$ cat src/rtl/rate_irq_pkg.sv
`timescale 1ns/1ps
package rate_irq_pkg;
  localparam int unsigned DATA_W = 8;
  localparam logic [3:0] ADDR_RATE = 4'hA;
  localparam logic [3:0] ADDR_CTRL = 4'hB;
  localparam logic [3:0] ADDR_FLAG = 4'hC;
  localparam int unsigned CTL_PER_EN = 6;
  localparam int unsigned CTL_ALM_EN = 5;
  localparam int unsigned CTL_UPD_EN = 4;
  localparam int unsigned CTL_SQW_EN = 3;
  localparam logic [DATA_W-1:0] RATE_RST = 8'h26;
  localparam logic [DATA_W-1:0] CTRL_RST = 8'h00;
  typedef struct packed {
    logic per;
    logic alm;
    logic upd;
  } evt_t;
endpackage

$ cat src/rtl/rate_divider.sv
`timescale 1ns/1ps
module rate_divider #(
  parameter int unsigned SEL_W = 4
) (
  input  logic             clk_i,
  input  logic             rst_ni,
  input  logic             tick_i,
  input  logic [SEL_W-1:0] sel_i,
  output logic             pulse_o
);
  localparam int unsigned NCODE = (1 << SEL_W) - 1;
  localparam int unsigned CNT_W = NCODE - 1;

  logic [CNT_W-1:0] cnt_q;
  logic [NCODE:0]   tap;

  always_ff @(posedge clk_i or negedge rst_ni) begin
    if (!rst_ni)     cnt_q <= '0;
    else if (tick_i) cnt_q <= cnt_q + CNT_W'(1);
  end

  // tap[c]: this tick closes a period of 2^(c-1) ticks
  assign tap[0] = 1'b0;
  assign tap[1] = 1'b1;
  for (genvar c = 2; c <= NCODE; c++) begin : g_tap
    assign tap[c] = &cnt_q[c-2:0];
  end

  assign pulse_o = tick_i & tap[sel_i];
endmodule

$ cat src/rtl/event_flag_reg.sv
`timescale 1ns/1ps
module event_flag_reg
  import rate_irq_pkg::*;
(
  input  logic clk_i,
  input  logic rst_ni,
  input  evt_t set_i,
  input  evt_t en_i,
  input  logic clr_i,
  output evt_t flag_o,
  output logic any_o
);
  evt_t flag_q;

  // set wins over a same-cycle clear
  always_ff @(posedge clk_i or negedge rst_ni) begin
    if (!rst_ni) flag_q <= '0;
    else         flag_q <= (clr_i ? evt_t'('0) : flag_q) | set_i;
  end

  assign flag_o = flag_q;
  assign any_o  = |(flag_q & en_i);
endmodule

$ cat src/rtl/square_wave_gen.sv
`timescale 1ns/1ps
module square_wave_gen (
  input  logic clk_i,
  input  logic rst_ni,
  input  logic en_i,
  input  logic pulse_i,
  output logic sqw_o
);
  logic sqw_q;

  always_ff @(posedge clk_i or negedge rst_ni) begin
    if (!rst_ni)    sqw_q <= 1'b0;
    else if (!en_i) sqw_q <= 1'b0;
    else if (pulse_i) sqw_q <= ~sqw_q;
  end

  assign sqw_o = sqw_q;
endmodule

$ cat src/rtl/rate_irq_unit.sv
`timescale 1ns/1ps
module rate_irq_unit
  import rate_irq_pkg::*;
#(
  parameter int unsigned ADDR_W = 4,
  parameter int unsigned SEL_W  = 4
) (
  input  logic              clk_i,
  input  logic              rst_ni,
  input  logic              tick_i,
  input  logic              reg_we_i,
  input  logic              reg_re_i,
  input  logic [ADDR_W-1:0] reg_addr_i,
  input  logic [DATA_W-1:0] reg_wdata_i,
  output logic [DATA_W-1:0] reg_rdata_o,
  input  logic              alarm_evt_i,
  input  logic              update_evt_i,
  output logic              irq_no,
  output logic              sqw_o
);
  logic [DATA_W-1:0] reg_a_q, reg_b_q;
  logic              hit_a, hit_b, hit_c;
  logic [SEL_W-1:0]  rate_code;
  logic              per_pulse, clr_c, sqw_en, sum;
  evt_t              set_v, en_v, flag_q;

  assign hit_a = (reg_addr_i == ADDR_W'(ADDR_RATE));
  assign hit_b = (reg_addr_i == ADDR_W'(ADDR_CTRL));
  assign hit_c = (reg_addr_i == ADDR_W'(ADDR_FLAG));

  always_ff @(posedge clk_i or negedge rst_ni) begin
    if (!rst_ni) begin
      reg_a_q <= RATE_RST;
      reg_b_q <= CTRL_RST;
    end else if (reg_we_i) begin
      if (hit_a) reg_a_q <= reg_wdata_i;
      if (hit_b) reg_b_q <= reg_wdata_i;
    end
  end

  assign rate_code = reg_a_q[SEL_W-1:0];
  assign clr_c     = reg_re_i & hit_c;
  assign sqw_en    = reg_b_q[CTL_SQW_EN] & (rate_code != '0);
  assign set_v     = '{per: per_pulse, alm: alarm_evt_i, upd: update_evt_i};
  assign en_v      = '{per: reg_b_q[CTL_PER_EN], alm: reg_b_q[CTL_ALM_EN],
                       upd: reg_b_q[CTL_UPD_EN]};

  rate_divider #(.SEL_W(SEL_W)) u_div (
    .clk_i   (clk_i),
    .rst_ni  (rst_ni),
    .tick_i  (tick_i),
    .sel_i   (rate_code),
    .pulse_o (per_pulse)
  );

  event_flag_reg u_flags (
    .clk_i  (clk_i),
    .rst_ni (rst_ni),
    .set_i  (set_v),
    .en_i   (en_v),
    .clr_i  (clr_c),
    .flag_o (flag_q),
    .any_o  (sum)
  );

  square_wave_gen u_sqw (
    .clk_i   (clk_i),
    .rst_ni  (rst_ni),
    .en_i    (sqw_en),
    .pulse_i (per_pulse),
    .sqw_o   (sqw_o)
  );

  always_comb begin
    reg_rdata_o = '0;
    if (hit_a)      reg_rdata_o = reg_a_q;
    else if (hit_b) reg_rdata_o = reg_b_q;
    else if (hit_c) reg_rdata_o = {sum, flag_q.per, flag_q.alm, flag_q.upd, 4'b0000};
  end

  assign irq_no = ~sum;
endmodule

$ cat config.mk
export PLATFORM = sky130hd
export DESIGN_NAME = rate_irq_unit
export DESIGN_NICKNAME = d
export VERILOG_FILES = /design/src/rtl/rate_irq_pkg.sv /design/src/rtl/rate_divider.sv /design/src/rtl/event_flag_reg.sv /design/src/rtl/square_wave_gen.sv /design/src/rtl/rate_irq_unit.sv
export SDC_FILE = /design/constraint.sdc
export NUM_CORES = 1
export LEC_CHECK = 0
export ABC_AREA = 1
export ABC_CLOCK_PERIOD_IN_PS = 4210
export CORE_AREA = 3 3 62 64
export DETAILED_ROUTE_END_ITERATION = 10
export DIE_AREA = 0 0 65 67
export HOLD_SLACK_MARGIN = 0.03
export PLACE_DENSITY = 0.8
export SLEW_MARGIN = 15
export SYNTH_ARGS = -nofsm -noshare
export SYNTH_HDL_FRONTEND = slang
export SYNTH_SLANG_ARGS = --single-unit
$ cat constraint.sdc
create_clock -name clk_i -period 4.21 [get_ports clk_i]
set_clock_uncertainty 0.1 [all_clocks]
set_input_delay 1.263 -clock clk_i [delete_from_list [all_inputs] [get_ports clk_i]]
set_output_delay 1.263 -clock clk_i [all_outputs]
set_load 0.005 [all_outputs]
==> reports/metrics.yaml, run 1 <==
status: "completed"
final_cell_count_no_fill: 310
finalMaxSlewViolations: 0
timing.final.crit_share_pct: 96.9
finalNetCount: 286
effective_utilization_at_floorplan_pct: 54.9
cell_chosen_for_the_clock_root: "sky130_fd_sc_hd__clkbuf_4"
tritoncts_clock_tree: "done"
hpwlAfterDp_um: 2810
pin_slew_with_the_least_headroom_to_its_limit_ps: 444
yosys.cell_types.count: 30
mostFrequentLayoutCells: "60 x sky130_fd_sc_hd__nand2_1, 33 x sky130_fd_sc_hd__inv_1, 31 x sky130_fd_sc_hd__dfrtp_1"
fillers: 273
antenna_left: 0
worst_setup_path_end_kind: "primary output"
drive_gt1_share_pct: 14.4
multiInputGateArea_um2: 811
number_of_rows_created_at_floorplan: 21
max-slew-margin-rel_pct: 70.4
hold_path_class: "register to register"
arrival_ps: 2720
tmin_final_ps: 4080
regToRegSetupSlack_ps: 2200
cp_max_fo: 3
grt_antenna_before_repair: 0
report.final.hold_viol_count: 0
grt_first_pass_wirelength_um: 6430
htree_num_levels: 2
route.detailed.vias_per_inst: 4.93
timing.critical_path.to: "reg_rdata_o[6]"
synth-edff-count: 0
ioPinCount: 29
postLayoutSetupSlackWorst_ps: 129
worst-endpoint-required_ps: 2850
dieWidth_um: 65
placement.io_buffers: 28
synth_sequential_area_ratio_pct: 46.7
synth_async_sr_flop_share_pct: 100
wl_per_cell_um: 12.3
synth-warning-count: 0
power_density_nw_per_um2: 401
max-cap-violations: 0
synth_area_um2: 1830
final_weighted_congestion_of_routability_driven_global_placement: 0.895
flow.area_growth_from_synthesis_pct: 25.1
maximum_number_of_pins_on_one_net_before_global_route_repair: 35
detail_route.wirelength_um: 3810
layout.cells.most_common: "sky130_fd_sc_hd__nand2_1"
clock_tree.buffer_depth: 2
synthesis.nets: 247
grt.total_usage_pct: 19.4
synthCells: 224
preCtsSetupSlack_ps: -39.5
fmax_ghz: 0.245
drt_drc_violations_left: 0
insertedDiodeCount: 0
dieHeight_um: 67
cell_count_after_placement: 296
clock_latency_ps: 320
crit_path_start_kind: "primary input"
first_global_vias: 1405
count_of_tritonroute_iterations_in_the_first_routing_pass: 4
leakage_uw: 0.00122
timing.setup.critical_path_class: "primary input to primary output"
vdd_ir_drop_max_v: 0.000281
reg2reg_from: "u_div.cnt_q[0]"
cts_made_buffers: 5
finalSetupTns_ps: 0
timing.hold.ws_ps: 382
die-area_um2: 4360
globalRoute.totalOverflow: 0
cts.sink_count: 34
crit_path_start: "reg_addr_i[3]"
syn-mean-instance-area_um2: 8.17
placeableCoreArea_um2: 3340
worst_r2r_end: "u_sqw.sqw_o"
dr.first_iter.drc_count: 92
post-route-util_pct: 68.6
rr_worst_depth: 15
seq_area_um2: 855
clock_pin_slew_on_the_worst_setup_and_hold_paths_ps: 100
report.final.setup_viol: 0
num_vias: 1529
postSynth.topFlopCell: "sky130_fd_sc_hd__dfrtp_1"
grt_setup_unrepaired: "false"
postSynthRegisterBits: 34
==> Yosys cell counts (all sizes together), types with 4 or more instances <==
library cell	instances	area share, %
nand3	12	3.6
a21oi	4	1.3
buf	5	2.0
inv	36	7.4
ha	4	2.7
nand2	63	13
dfrtp	31	42
o21ai	27	7.4
nor2	13	3.6
xnor2	4	1.9
nand4	4	1.7
o211ai	4	1.6
xor2	6	2.9
==> final cells by class <==
| cell class | count | share of cell area [%] |
|---|---|---|
| Clock inverter | 3 | 1.97 |
| Timing Repair Buffer | 37 | 15.2 |
| Sequential cell | 34 | 37.3 |
| Clock buffer | 5 | 1.64 |
| Inverter | 36 | 5.90 |
| Multi-Input combinational cell | 149 | 35.4 |
| Tap cell | 46 | 2.51 |
==> worst max-delay path: stages <==
cell and delay (ps):
sky130_fd_sc_hd__clkdlybuf4s50_1 490, sky130_fd_sc_hd__inv_1 60, sky130_fd_sc_hd__nor4_2 200, sky130_fd_sc_hd__inv_1 110, sky130_fd_sc_hd__buf_4 150, sky130_fd_sc_hd__buf_4 120
sky130_fd_sc_hd__o211ai_1 180, sky130_fd_sc_hd__clkbuf_2 150
==> report_power, final <==
| group | internal [uW] | leakage [uW] | switching [uW] |
|---|---|---|---|
| Clock | 125 | 0.0000374 | 112 |
| Sequential | 395 | 0.000417 | 65.4 |
| Combinational | 101 | 0.000763 | 119 |
==> state kept, by name (all words and copies together) (netlist names) <==
signal,count
u_div.cnt_q,14
reg_a_q,8
u_flags.flag_o,3
u_sqw.sqw_o,1
reg_b_q,8
==> layer usage <==
metal	vias up	global-route usage, %	routed length [um]
li1	791	-	-
met1	700	26.4	1860
met2	36	29.5	1770
met3	2	5.23	164
met4	0	7.12	21
met5	-	0	0
==> cells by family after synthesis <==
logic type | Yosys count | synth area share (%)
flops | 34 | 46.7
simple gates | 97 | 24.9
buf+inv | 41 | 9.36
xor+xnor | 10 | 4.78
compound gates | 38 | 11.5
fa+ha+maj | 4 | 2.73
==> worst min-delay path by stage <==
stage                          from              end  slack (ps)  depth (start not counted)
floorplan           u_div.cnt_q[13]  u_div.cnt_q[13]         340                          1
global placement     u_div.cnt_q[5]   u_div.cnt_q[5]         360                          1
detailed placement   u_div.cnt_q[5]   u_div.cnt_q[5]         360                          1
CTS                  u_div.cnt_q[5]   u_div.cnt_q[5]         380                          1
global route         u_div.cnt_q[5]   u_div.cnt_q[5]         390                          1
finish               u_div.cnt_q[5]   u_div.cnt_q[5]         380                          1
==> stage by stage <==
step	power (uW)	instance area, um2
6_report	918	2290
5_1_grt	987	2290
4_1_cts	924	2260
3_5_place_dp	684	2150
3_3_place_gp	678	2150
2_1_floorplan	605	1830
==> repair_timing <==
item / CTS / global route
buffers inserted: 3 / 3
hold buffers: 0 / 0
pin swaps: 0 / 1
gates resized for setup: 3 / 12
setup endpoints to repair: 4 / 6
Note: power is estimated with default switching activity, not from simulation.
==> inputs of run 2 (changes only) <==
CAP_MARGIN = 20   (was default)
==> results of run 2 <==
The final DEF is identical to that of run 1; final timing and power are the same.
